$ cat src/rtl/stat_pkg.sv
package stat_pkg;

    localparam int unsigned STAT_CNT_W = 32;

    typedef enum logic [1:0] {
        SLOT_COUNTER = 2'd0,
        SLOT_CARRY   = 2'd1,
        SLOT_NONE    = 2'd2
    } slot_e;

    typedef struct packed {
        logic rd;
        logic wr;
        logic clr;
    } host_op_t;

    function automatic slot_e slot_of(input int unsigned idx, input int unsigned n);
        if (idx < n)       return SLOT_COUNTER;
        else if (idx == n) return SLOT_CARRY;
        else               return SLOT_NONE;
    endfunction

endpackage

$ cat src/rtl/stat_counter.sv
module stat_counter #(
    parameter int unsigned W = 32
) (
    input  logic         clk,
    input  logic         rst,
    input  logic         inc,
    input  logic         rd_clr,
    input  logic         wr,
    input  logic [W-1:0] wr_val,
    output logic [W-1:0] count,
    output logic         wrap
);
    logic [W-1:0] count_q;
    logic [W-1:0] base;

    // A clearing read drops the old value; an event in the same cycle then counts from zero.
    always_comb begin
        base = rd_clr ? '0 : count_q;
        wrap = inc && !wr && (&base);
    end

    always_ff @(posedge clk) begin
        if (rst)       count_q <= '0;
        else if (wr)   count_q <= wr_val;
        else           count_q <= base + W'(inc);
    end

    assign count = count_q;
endmodule

$ cat src/rtl/stat_carry.sv
module stat_carry #(
    parameter int unsigned N = 3
) (
    input  logic         clk,
    input  logic         rst,
    input  logic [N-1:0] wrap,
    input  logic         rd_clr,
    input  logic         wr,
    input  logic [N-1:0] wr_val,
    output logic [N-1:0] carry
);
    logic [N-1:0] carry_q;

    always_ff @(posedge clk) begin
        if (rst)         carry_q <= '0;
        else if (wr)     carry_q <= wr_val;
        else if (rd_clr) carry_q <= wrap;
        else             carry_q <= carry_q | wrap;
    end

    assign carry = carry_q;
endmodule

$ cat src/rtl/stat_rdport.sv
module stat_rdport
    import stat_pkg::*;
#(
    parameter int unsigned N  = 3,
    parameter int unsigned W  = 32,
    parameter int unsigned AW = 4
) (
    input  logic           clk,
    input  logic           rst,
    input  logic           rd,
    input  logic [AW-1:0]  addr,
    input  logic [N*W-1:0] cnt_flat,
    input  logic [N-1:0]   carry,
    output logic           rd_valid,
    output logic [W-1:0]   rd_data
);
    logic [W-1:0] sel;

    always_comb begin
        sel = '0;
        unique case (slot_of(int'(addr), N))
            SLOT_COUNTER: begin
                for (int i = 0; i < N; i++)
                    if (addr == AW'(i)) sel = cnt_flat[i*W +: W];
            end
            SLOT_CARRY:   sel = W'(carry);
            default:      sel = '0;
        endcase
    end

    always_ff @(posedge clk) begin
        if (rst) begin
            rd_valid <= 1'b0;
            rd_data  <= '0;
        end else begin
            rd_valid <= rd;
            if (rd) rd_data <= sel;
        end
    end
endmodule

$ cat src/rtl/stat_bank.sv
module stat_bank
    import stat_pkg::*;
#(
    parameter int unsigned NUM_CNT = 3,
    parameter int unsigned CNT_W   = STAT_CNT_W,
    parameter int unsigned ADDR_W  = 4
) (
    input  logic               clk,
    input  logic               rst,
    input  logic               cfg_stat_en,
    input  logic               cfg_auto_zero,
    input  logic [NUM_CNT-1:0] evt,
    input  logic [ADDR_W-1:0]  host_addr,
    input  logic               host_rd,
    input  logic               host_wr,
    input  logic [CNT_W-1:0]   host_wdata,
    output logic               rd_valid,
    output logic [CNT_W-1:0]   rd_data
);
    localparam int unsigned FLAT_W = NUM_CNT * CNT_W;

    logic [FLAT_W-1:0]  cnt_flat;
    logic [NUM_CNT-1:0] wrap_v;
    logic [NUM_CNT-1:0] carry_q;
    host_op_t           op;
    slot_e              slot;

    always_comb begin
        slot   = slot_of(int'(host_addr), NUM_CNT);
        op.rd  = host_rd;
        op.wr  = host_wr;
        op.clr = host_rd && cfg_auto_zero;
    end

    for (genvar g = 0; g < NUM_CNT; g++) begin : g_cnt
        logic hit;
        assign hit = (slot == SLOT_COUNTER) && (host_addr == ADDR_W'(g));
        stat_counter #(.W(CNT_W)) u_cnt (
            .clk    (clk),
            .rst    (rst),
            .inc    (cfg_stat_en && evt[g]),
            .rd_clr (op.clr && hit),
            .wr     (op.wr && hit),
            .wr_val (host_wdata),
            .count  (cnt_flat[g*CNT_W +: CNT_W]),
            .wrap   (wrap_v[g])
        );
    end

    stat_carry #(.N(NUM_CNT)) u_carry (
        .clk    (clk),
        .rst    (rst),
        .wrap   (wrap_v),
        .rd_clr (op.clr && (slot == SLOT_CARRY)),
        .wr     (op.wr && (slot == SLOT_CARRY)),
        .wr_val (host_wdata[NUM_CNT-1:0]),
        .carry  (carry_q)
    );

    stat_rdport #(.N(NUM_CNT), .W(CNT_W), .AW(ADDR_W)) u_rd (
        .clk      (clk),
        .rst      (rst),
        .rd       (op.rd),
        .addr     (host_addr),
        .cnt_flat (cnt_flat),
        .carry    (carry_q),
        .rd_valid (rd_valid),
        .rd_data  (rd_data)
    );
endmodule

$ cat config.mk
export PLATFORM = sky130hd
export DESIGN_NAME = stat_bank
export DESIGN_NICKNAME = d
export VERILOG_FILES = /design/src/rtl/stat_pkg.sv /design/src/rtl/stat_counter.sv /design/src/rtl/stat_carry.sv /design/src/rtl/stat_rdport.sv /design/src/rtl/stat_bank.sv
export SDC_FILE = /design/constraint.sdc
export NUM_CORES = 1
export LEC_CHECK = 0
export BUFFER_PORTS_ARGS = -buffer_cell sky130_fd_sc_hd__clkbuf_2
export CORE_UTILIZATION = 25
export DETAILED_ROUTE_END_ITERATION = 10
export PLACE_DENSITY = 0.42
export SLEW_MARGIN = 40
export SYNTH_ARGS = -nofsm -noshare
export SYNTH_HDL_FRONTEND = slang
export SYNTH_SLANG_ARGS = --single-unit
$ cat constraint.sdc
create_clock -name clk -period 4.6 [get_ports clk]
set_input_delay 0.92 -clock clk [delete_from_list [all_inputs] [get_ports clk]]
set_output_delay 0.92 -clock clk [all_outputs]
set_load 0.05 [all_outputs]
==> metrics.txt <==
WP data required ~4900 ps; Worst Hold Class register to register; post-route clock period utilization 0.738; first-pass GRT wire length between 40000 and 50000 um; WHS a little over 500 ps; nets approximately 1100; DRT iter0 DRCs just over 600; die area 31300 sq um; number of synthesis warnings 0; Total GRT Usage 0.199; TritonCTS Buffers 17; CTS Buffer Depth 2; die height ~180 um; GP Congestion approximately 0.82; logic gate share of total power 0.078; setup repair after global routing missed its margin false; synthesized cell area 7640 sq um; clock sink total 132; final WL roughly 31000 um; Site Rows 63; final hold vios 0; Cells after Synth approximately 960; # IOs around 80; drt wl/cell between 20 and 25 um; share of cells above drive strength 1 0.158; WP data arrival 3720 ps; Power Dens Cells 303 nW/um^2; DRT antenna net count 0; post-route minimum period between 3000 and 4000 ps; worst slew pin tran slightly below 800 ps; sequential area share after synthesis 0.346; PostCTS Resize Cnt 0; Post-synth ARST share 0; Flop pwr share 0.433; aggregate global routing overflow 0; Post-synth EDFFs 0; CTS tree done; Hold Buf Count CTS 0; initial core utilization 0.256; outcome completed; Final Max Tran Viols 0; switching share of total power 0.281; ant diodes 0; final HPWL from detailed placement between 20000 and 25000 um; vias in the first global route about 7200; core area roughly 30000 sq um; clock transition at the registers of the reported paths 70 ps; Pre-Repair DR Iteration Count 5; Max Cap Viol 0; relative slew slack 0.471; setup_tns 0 ps; count leader, synth nand2_1; Post-Syn Nets between 1000 and 1500; Root Buffer clkbuf_16; final number of setup-violating endpoints 0; Die X-Extent approximately 180 um; area leader, netlist dfxtp_1; Int Pwr just under 2 mW; synthesis-to-layout area growth 18.9%; Net Switching approximately 0.77 mW; maximum vdd drop around 250 uV; worst-path fanout max 22; port bufs 77; clk_skew between 10 and 15 ps; Leakage around 3.2 nW; Startpoint Class input port; element type at the critical path end register; drt drc 0; pin count of the biggest net entering global routing 64; ys flop type dfxtp_1; initial antenna violation count 1; post-synth top area share 0.346; commonest cells in the netlist 137 x nand2_1, 132 x dfxtp_1, 88 x nor2_1; final core occ 0.304; CTS H-tree depth 4; routed via count approximately 7500; Avg Vias per Cell ~5.2; syn avg cell area between 7 and 8 sq um; Synth area leaders dfxtp_1 35%, nand2_1 6.7%, nand4_1 4.8%; Clk Latency, worst-skew pair around 430 ps; post-synthesis cell type count between 70 and 80; flops & latches, synth 132; critical path class input port to register; Clock power frac 0.488; post-CTS setup buffers 0; Fmax between 200 and 300 MHz
[final cells by class]
cell class | count | area, sq um
fill | 3235 | 20800
multi-input combinational | 767 | 4790
sequential | 132 | 2640
timing repair buffer | 103 | 579
tap | 390 | 488
clock buffer | 17 | 425
clock inverter | 15 | 133
inverter | 6 | 22.5
[cells in the final DEF (no fill, tap or decap), types with 4 or more instances in the layout]
master,netlist,routed
clkbuf_16,0,17
and3_1,15,15
a22oi_1,22,22
xnor2_1,39,39
nand4_1,58,58
a21oi_1,44,44
nand2_1,137,137
and2_1,15,15
xor2_1,39,39
nor2_1,88,86
nor3_1,15,15
and4_1,16,16
nor4_1,8,7
a211oi_1,14,13
a32o_1,4,4
mux2i_1,29,29
inv_1,6,6
buf_4,0,26
dfxtp_1,132,132
clkinvlp_4,0,7
ha_1,6,6
nor2b_1,34,33
a22o_1,5,5
clkbuf_2,2,76
o21ai_0,65,65
nand3_1,42,42
o211ai_1,5,5
[final timing paths]
path	to	slack (ps)	depth (start not counted)	from
min reg2reg	u_carry.carry[1]	510	2	u_carry.carry[1]
max	g_cnt[2].u_cnt.count[28]	1210	11	host_addr[1]
min	u_carry.carry[1]	510	2	u_carry.carry[1]
max reg2reg	g_cnt[0].u_cnt.count[30]	2120	10	g_cnt[0].u_cnt.count[0]
[power by group through the flow]
stage	combinational, mW	sequential (mW)	clock (mW)
finish	0.215	1.19	1.34
floorplan	0.118	1.21	0
global placement	0.213	1.22	0
detailed placement	0.214	1.22	0
CTS	0.215	1.19	1.37
global route	0.233	1.19	1.42
[sequential cells by signal, indices dropped and copies added (netlist names)]
signal,flops
g_cnt.u_cnt.count,96
u_carry.carry,3
u_rd.rd_data,32
u_rd.rd_valid,1
[stage by stage]
| step | total power [mW] | setup slack (ps) | instances | instance area (sq um) |
|---|---|---|---|---|
| after floorplan | 1.33 | 1080 | 958 | 7640 |
| after global routing | 2.84 | 1020 | 1430 | 9080 |
| after global placement | 1.43 | 713 | 1397 | 8480 |
| final | 2.75 | 1210 | 1430 | 9080 |
| after CTS | 2.78 | 1090 | 1430 | 9060 |
| after detailed placement | 1.43 | 641 | 1398 | 8510 |
[routing by layer]
metal	vias up	wire length, um	GRT usage
met2	200	13300	0.305
li1	3616	-	-
met3	23	1420	0.0275
met5	-	0	0
met1	3633	15300	0.288
met4	0	459	0.0575
[worst max-delay path: stages]
cell,delay (ps)
clkbuf_2,360
and2_0,400
nand2_1,120
buf_4,220
and2_1,150
ha_1,220
and4_1,260
nand4_1,270
nor4_1,430
xnor2_1,110
a22o_1,230
[logic make-up after synthesis]
| logic type | synth area share |
|---|---|
| DFF | 0.346 |
| AOI/OAI and AO/OA | 0.162 |
| xor gates and xnor gates | 0.0894 |
| and+or+nand+nor | 0.313 |
| adders and majority gates | 0.00983 |
| buffers and inverters | 0.0328 |
| muxes | 0.0468 |
Note: power is estimated with default switching activity, not from simulation.
